[config.mk]
export PLATFORM = sky130hd
export DESIGN_NAME = dual_synth_core
export DESIGN_NICKNAME = d
export VERILOG_FILES = /design/src/rtl/synth_pkg.sv /design/src/rtl/synth_divider.sv /design/src/rtl/synth_loop.sv /design/src/rtl/dual_synth_core.sv
export SDC_FILE = /design/constraint.sdc
export NUM_CORES = 1
export LEC_CHECK = 0
export BUFFER_PORTS_ARGS = -buffer_cell sky130_fd_sc_hd__buf_4
export CAP_MARGIN = 20
export CORE_MARGIN = 1.5
export CORE_UTILIZATION = 58
export CTS_CLUSTER_SIZE = 12
export DETAILED_ROUTE_END_ITERATION = 10
export GPL_ROUTABILITY_DRIVEN = 0
export PLACE_DENSITY_LB_ADDON = 0.08
export SYNTH_ARGS = -nofsm -noshare
export SYNTH_HDL_FRONTEND = slang
export SYNTH_HIERARCHICAL = 1
export SYNTH_SLANG_ARGS = --single-unit
[constraint.sdc]
create_clock -name clk -period 3.8 [get_ports clk]
set_clock_uncertainty 0.15 [all_clocks]
set_input_delay 0.19 -clock clk [delete_from_list [all_inputs] [get_ports clk]]
set_output_delay 0.19 -clock clk [all_outputs]
set_load 0.01 [all_outputs]
[src/rtl/synth_pkg.sv]
package synth_pkg;

  localparam int unsigned NUM_LOOPS = 2;
  localparam int unsigned TX_IDX    = 0;
  localparam int unsigned RX_IDX    = 1;
  localparam int unsigned CP_W      = 9;
  localparam int unsigned CP_LOW    = 200;

  typedef logic [CP_W-1:0] cp_amt_t;

  // Effective divide ratio: anything under the floor is raised to the floor.
  function automatic logic [15:0] eff_ratio(input logic [15:0] req, input logic [15:0] floor_v);
    return (req < floor_v) ? floor_v : req;
  endfunction

  // Charge-pump current: the high-strength setting doubles the base current.
  function automatic cp_amt_t cp_amount(input logic hi);
    cp_amt_t base;
    base = cp_amt_t'(CP_LOW);
    return hi ? cp_amt_t'(base << 1) : base;
  endfunction

endpackage

[src/rtl/synth_divider.sv]
module synth_divider
  import synth_pkg::*;
#(
  parameter int unsigned W         = 14,
  parameter int unsigned MIN_RATIO = 5
) (
  input  logic         clk,
  input  logic         rst_n,
  input  logic         en,
  input  logic         tick,
  input  logic [W-1:0] ratio,
  output logic         pulse
);

  logic [W-1:0] cnt;
  logic [15:0]  lim;
  logic         hit;

  assign lim   = eff_ratio(16'(ratio), 16'(MIN_RATIO));
  // A count at or past the limit fires at once, so shrinking the ratio never stalls.
  assign hit   = (16'(cnt) + 16'd1) >= lim;
  assign pulse = en & tick & hit;

  always_ff @(posedge clk) begin
    if (!rst_n)      cnt <= '0;
    else if (!en)    cnt <= '0;
    else if (pulse)  cnt <= '0;
    else if (tick)   cnt <= cnt + 1'b1;
  end

  assert_restart_R1: assert property (@(posedge clk) disable iff (!rst_n)
    pulse |=> (cnt == '0));

  assert_min_gap_R3: assert property (@(posedge clk) disable iff (!rst_n)
    pulse |=> !pulse);

endmodule

[src/rtl/synth_loop.sv]
module synth_loop
  import synth_pkg::*;
#(
  parameter int unsigned W         = 14,
  parameter int unsigned MIN_RATIO = 5,
  parameter int unsigned WIDE_LIM  = 4,
  parameter int unsigned LOCK_CNT  = 8
) (
  input  logic         clk,
  input  logic         rst_n,
  input  logic         save,
  input  logic         vco_tick,
  input  logic [W-1:0] ratio,
  input  logic         cp_hi,
  input  logic         ref_ev,
  output logic         fb_ev,
  output logic         up,
  output logic         dn,
  output cp_amt_t      cp_units,
  output logic         lock
);

  localparam int unsigned WID_W = $clog2(WIDE_LIM + 1);
  localparam int unsigned GD_W  = $clog2(LOCK_CNT + 1);

  logic             run;
  logic             up_q, dn_q, up_n, dn_n;
  logic             active, wide;
  logic [WID_W-1:0] wid;
  logic [GD_W-1:0]  good;
  logic             bad_seen, lock_q;

  assign run = ~save;

  synth_divider #(.W(W), .MIN_RATIO(MIN_RATIO)) u_fb_div (
    .clk   (clk),
    .rst_n (rst_n),
    .en    (run),
    .tick  (vco_tick),
    .ratio (ratio),
    .pulse (fb_ev)
  );

  // Tri-state phase-frequency detector.
  always_comb begin
    up_n = up_q | ref_ev;
    dn_n = dn_q | fb_ev;
    if (up_n && dn_n) begin
      up_n = 1'b0;
      dn_n = 1'b0;
    end
  end

  always_ff @(posedge clk) begin
    if (!rst_n || save) begin
      up_q <= 1'b0;
      dn_q <= 1'b0;
    end else begin
      up_q <= up_n;
      dn_q <= dn_n;
    end
  end

  // Lock monitor: pulse width and run of clean comparison intervals.
  assign active = up_q | dn_q;
  assign wide   = active && ((32'(wid) + 32'd1) >= 32'(WIDE_LIM));

  always_ff @(posedge clk) begin
    if (!rst_n || save) begin
      wid      <= '0;
      good     <= '0;
      bad_seen <= 1'b0;
      lock_q   <= 1'b0;
    end else begin
      wid <= active ? (wide ? wid : wid + 1'b1) : '0;
      if (wide) begin
        lock_q   <= 1'b0;
        good     <= '0;
        bad_seen <= 1'b1;
      end else if (ref_ev) begin
        bad_seen <= 1'b0;
        if (bad_seen) begin
          good   <= '0;
          lock_q <= 1'b0;
        end else begin
          good   <= (32'(good) >= 32'(LOCK_CNT)) ? good : good + 1'b1;
          lock_q <= lock_q | ((32'(good) + 32'd1) >= 32'(LOCK_CNT));
        end
      end
    end
  end

  assign up       = up_q;
  assign dn       = dn_q;
  assign lock     = lock_q;
  assign cp_units = cp_amount(cp_hi);

  assert_mutex_R10: assert property (@(posedge clk) disable iff (!rst_n)
    !(up_q && dn_q));

  assert_quiet_R6: assert property (@(posedge clk) disable iff (!rst_n)
    save |=> (!up_q && !dn_q && !lock_q));

  assert_drop_R9: assert property (@(posedge clk) disable iff (!rst_n)
    wide |=> !lock_q);

  assert_up_cause_R4: assert property (@(posedge clk) disable iff (!rst_n)
    $rose(up_q) |-> $past(ref_ev));

  assert_lock_cause_R8: assert property (@(posedge clk) disable iff (!rst_n)
    $rose(lock_q) |-> $past(ref_ev));

  always_comb begin
    assert_cp_R5: assert (cp_units == cp_amt_t'(200) || cp_units == cp_amt_t'(400));
  end

endmodule

[src/rtl/dual_synth_core.sv]
module dual_synth_core
  import synth_pkg::*;
#(
  parameter int unsigned REF_W     = 12,
  parameter int unsigned FB_W      = 14,
  parameter int unsigned MIN_RATIO = 5,
  parameter int unsigned WIDE_LIM  = 4,
  parameter int unsigned LOCK_CNT  = 8
) (
  input  logic             clk,
  input  logic             rst_n,
  input  logic             ref_tick,
  input  logic             tx_vco_tick,
  input  logic             rx_vco_tick,
  input  logic [REF_W-1:0] ref_ratio,
  input  logic [FB_W-1:0]  tx_ratio,
  input  logic [FB_W-1:0]  rx_ratio,
  input  logic             tx_cp_hi,
  input  logic             rx_cp_hi,
  input  logic             tx_save,
  input  logic             rx_save,
  output logic             osc_en,
  output logic             ref_div_out,
  output logic             tx_div_out,
  output logic             rx_div_out,
  output logic             tx_up,
  output logic             tx_dn,
  output logic [8:0]       tx_cp_units,
  output logic             tx_lock,
  output logic             rx_up,
  output logic             rx_dn,
  output logic [8:0]       rx_cp_units,
  output logic             rx_lock
);

  logic                 ref_ev;
  logic [NUM_LOOPS-1:0] save_v, tick_v, cph_v, fb_v, up_v, dn_v, lock_v;
  logic [FB_W-1:0]      ratio_v [NUM_LOOPS];
  cp_amt_t              cp_v    [NUM_LOOPS];

  // The shared oscillator stops only when both loops are saved.
  assign osc_en = ~(tx_save & rx_save);

  synth_divider #(.W(REF_W), .MIN_RATIO(MIN_RATIO)) u_ref_div (
    .clk   (clk),
    .rst_n (rst_n),
    .en    (osc_en),
    .tick  (ref_tick),
    .ratio (ref_ratio),
    .pulse (ref_ev)
  );

  assign save_v[TX_IDX]  = tx_save;
  assign save_v[RX_IDX]  = rx_save;
  assign tick_v[TX_IDX]  = tx_vco_tick;
  assign tick_v[RX_IDX]  = rx_vco_tick;
  assign cph_v[TX_IDX]   = tx_cp_hi;
  assign cph_v[RX_IDX]   = rx_cp_hi;
  assign ratio_v[TX_IDX] = tx_ratio;
  assign ratio_v[RX_IDX] = rx_ratio;

  for (genvar g = 0; g < NUM_LOOPS; g++) begin : g_loop
    synth_loop #(
      .W(FB_W), .MIN_RATIO(MIN_RATIO), .WIDE_LIM(WIDE_LIM), .LOCK_CNT(LOCK_CNT)
    ) u_loop (
      .clk      (clk),
      .rst_n    (rst_n),
      .save     (save_v[g]),
      .vco_tick (tick_v[g]),
      .ratio    (ratio_v[g]),
      .cp_hi    (cph_v[g]),
      .ref_ev   (ref_ev),
      .fb_ev    (fb_v[g]),
      .up       (up_v[g]),
      .dn       (dn_v[g]),
      .cp_units (cp_v[g]),
      .lock     (lock_v[g])
    );
  end

  assign ref_div_out = ref_ev;
  assign tx_div_out  = fb_v[TX_IDX];
  assign rx_div_out  = fb_v[RX_IDX];
  assign tx_up       = up_v[TX_IDX];
  assign tx_dn       = dn_v[TX_IDX];
  assign rx_up       = up_v[RX_IDX];
  assign rx_dn       = dn_v[RX_IDX];
  assign tx_lock     = lock_v[TX_IDX];
  assign rx_lock     = lock_v[RX_IDX];
  assign tx_cp_units = cp_v[TX_IDX];
  assign rx_cp_units = cp_v[RX_IDX];

  assert_osc_off_R7: assert property (@(posedge clk) disable iff (!rst_n)
    !osc_en |-> !ref_div_out);

  assert_save_lock_R6: assert property (@(posedge clk) disable iff (!rst_n)
    (tx_save && rx_save) |=> (!tx_lock && !rx_lock));

endmodule

==> results.py <==
metrics = {
    "status": {
        "outcome": "finished, final reports clean",
    },
    "placement": {
        "hpwl_mm": 7.714,
        "placed_cell_area_um2": 5403,
        "numPortBuffers": 66,
        "dp_cells": 731,
        "place_ws_ns": 0.1911,
    },
    "floorplanning": {
        "ios": 77,
        "die_x_um": 95.49,
        "fp.coreArea_um2": 8258,
        "floorplan.rows": 33,
        "initial_utilization": 0.6008,
        "dieHeight_um": 95.49,
        "dieArea_um2": 9117,
    },
    "sta": {
        "fin_ws_ns": 0.1751,
        "period_minus_slack_ns": 3.625,
        "finalCritPeriodShare": 0.9539,
        "finalHoldViolCount": 0,
        "final_max_slew_viol_count": 0,
        "fmax_mhz": 275.9,
        "tightest_slew_ns": 0.8417,
        "finalSetupViolCount": 0,
        "max_slew_margin": 0.4389,
    },
    "clocking": {
        "path_clk_slew_ns": 0.07,
        "cts.sinks": 62,
        "clk_latency_ns": 0.33,
        "cts_setup_buffers": 0,
        "clock_path_buffers": 2,
        "cts_buffers": 9,
        "cts_root_buf": "clkbuf_8",
        "postCtsHoldBufs": 0,
        "cts_max_level": 3,
        "cts_tree": "built",
    },
    "worst_setup_path": {
        "crit_path_start": "g_loop[0].u_loop/u_fb_div/cnt[0]",
        "crit_path_end_kind": "output pin",
        "cp.required_ns": 3.46,
        "startpoint_type": "flip-flop",
        "cp.arrival_ns": 3.28,
        "ff2ff_setup_slack_ns": 0.27,
        "cp_max_fo": 8,
        "path_class": "reg -> out",
        "reg2reg_from": "g_loop[0].u_loop/u_fb_div/cnt[0]",
        "reg2reg_depth": 11,
    },
    "power": {
        "p_seq_frac": 0.503,
        "p_per_area_nw_per_um2": 232.6,
        "clock_power_share": 0.380,
        "total_leakage_power_nw": 2.444,
        "intPower_w": 0.0009767,
        "switchingPower_w": 0.0003321,
        "peakVddDrop_v": 0.0002504,
        "combPwrFrac": 0.117,
        "switching_share": 0.2538,
    },
    "synth": {
        "synth_area_um2": 4961,
        "synth_area_leader_cell": "dfxtp_1",
        "yosysUniqueCellTypes": 56,
        "synthFlopType": "dfxtp_1",
        "syn_inst": 585,
        "synth_common_cells": "dfxtp_1, ha_1, nand2_1",
        "syn_avg_cell_area_um2": 8.480,
        "synth_edf_count": 0,
        "synth_most_common_cell": "dfxtp_1",
        "yosys.area.top_type_share": 0.2502,
        "yosysWarnings": 6,
        "ys_async_sr_fraction": 0,
        "yosysSeqAreaShare": 0.2502,
        "synth_area_leaders": "dfxtp_1, ha_1, xor2_1",
        "ys_seq_elements": 62,
    },
    "global_route": {
        "grt_first_pass_wirelength_mm": 16.09,
        "grt_max_degree": 15,
        "track_usage": 0.2214,
        "grt-ovfl-total": 0,
        "antenna_found_initial": 0,
        "grt_pass1_vias": 3795,
    },
    "route": {
        "routed_wl_mm": 9.868,
        "drc": 0,
        "wl_per_cell_um": 13.21,
        "drt-vias-per-instance": 5.525,
        "first_pass_iters": 4,
        "initialDrtViolationCount": 76,
        "vias": 4127,
        "detail-route-antenna-nets": 0,
    },
    "final_layout": {
        "nFillCells": 708,
        "drive_above_1_share": 0.2103,
        "antenna_cells": 0,
        "final_cells": 747,
        "area.growth.synth_to_final_pct": 13.42,
        "finalInstanceArea_um2": 5627,
        "utilization": 0.6814,
        "fin_nets": 735,
    },
    "worst_hold_path": {
        "worst_hold_path_type": "in -> reg",
        "worstHoldStart": "ref_tick",
        "min_delay_path_depth": 3,
    },
    "job": {
        "maxCapViolCount": 0,
    },
}
[critical path, stage by stage, from the launching register on]
cell and delay [ns]:
dfxtp_1 0.43, ha_1 0.28, nand3_2 0.16, nor2_4 0.26
nand2_1 0.10, xnor2_1 0.15, ha_1 0.32, nand4_1 0.18
a211oi_2 0.32, a2111oi_4 0.10, nand2b_1 0.18, a31oi_2 0.30
buf_4 0.18
[area by class of cell]
cell class / instances / area [µm²] / area share
clock buffer: 12 / 145.1 / 0.02579
clock inverter: 4 / 22.52 / 0.004003
inverter: 43 / 161.4 / 0.02869
multi-input combinational: 452 / 3406 / 0.6053
sequential: 62 / 1242 / 0.2208
tap: 105 / 131.4 / 0.02335
timing repair buffer: 69 / 518.0 / 0.09206
[routing by layer]
layer | up-vias | part of all wire | global-route usage
met4 | 0 | 0.013 | 0.06863
met2 | 64 | 0.50 | 0.4001
met1 | 1923 | 0.46 | 0.2626
li1 | 2127 | - | -
met3 | 13 | 0.029 | 0.04147
met5 | - | 0 | 0
[flip-flops by register name (all words and copies together) (netlist names)]
name	flops
g_loop.u_loop/good	8
g_loop.u_loop/bad_seen	2
g_loop.u_loop/lock	2
g_loop.u_loop/u_fb_div/cnt	28
g_loop.u_loop/dn	2
g_loop.u_loop/wid	6
u_ref_div/cnt	12
g_loop.u_loop/up	2
[power groups by stage]
| stage | Clock, W | Combinational (W) | Sequential [W] |
|---|---|---|---|
| 6_report | 0.000498 | 0.000153 | 0.000658 |
| 5_1_grt | 0.000551 | 0.000172 | 0.000659 |
| 4_1_cts | 0.000519 | 0.000152 | 0.000658 |
| 3_5_place_dp | 0 | 0.000150 | 0.000673 |
| 3_3_place_gp | 0 | 0.000146 | 0.000672 |
| 2_1_floorplan | 0 | 0.0000929 | 0.000671 |
[final timing paths]
check	to
max	tx_div_out
min	u_ref_div/cnt[1]
max reg2reg	g_loop[0].u_loop/u_fb_div/cnt[1]
min reg2reg	g_loop[1].u_loop/up
[metrics by stage]
step	hold WS [ns]	setup TNS (ns)	power (W)
floorplan	0.2548	0	0.0007642
global placement	0.3454	0	0.0008187
detailed placement	0.3721	0	0.0008231
CTS	0.03569	0	0.001329
global route	0.05159	-0.01396	0.001381
finish	0.05824	0	0.001309
[kinds of logic (layout without fill, tap and decap cells)]
group,after synthesis,after routing,share of synthesized area
compound gates,77,77,0.1301
xor+xnor,73,73,0.1289
mux,3,3,0.006053
buf+inv,77,128,0.07894
other cells,4,10,0.003026
flops,62,62,0.2502
fa+ha+maj,49,49,0.1236
simple gates,240,240,0.2792
[cell usage in the layout, fill, tap and decap left out, drive strengths merged, types with 15 or more instances in the layout]
cell type / synthesis / layout
a21oi: 15 / 15
ha: 49 / 49
nand4: 18 / 18
nor3: 37 / 37
dfxtp: 62 / 62
inv: 43 / 43
and3: 15 / 15
nor2: 42 / 42
nand2: 48 / 48
xor2: 37 / 37
nand3: 30 / 30
xnor2: 36 / 36
buf: 28 / 69
[timing repair]
| item | 4_1_cts | 5_1_grt |
|---|---|---|
| endpoints found under the setup margin | 0 | 8 |
| hold endpoints to repair | 0 | 0 |
| gates resized for setup | 0 | 9 |
No activity file was read; power rests on OpenSTA's default activity.
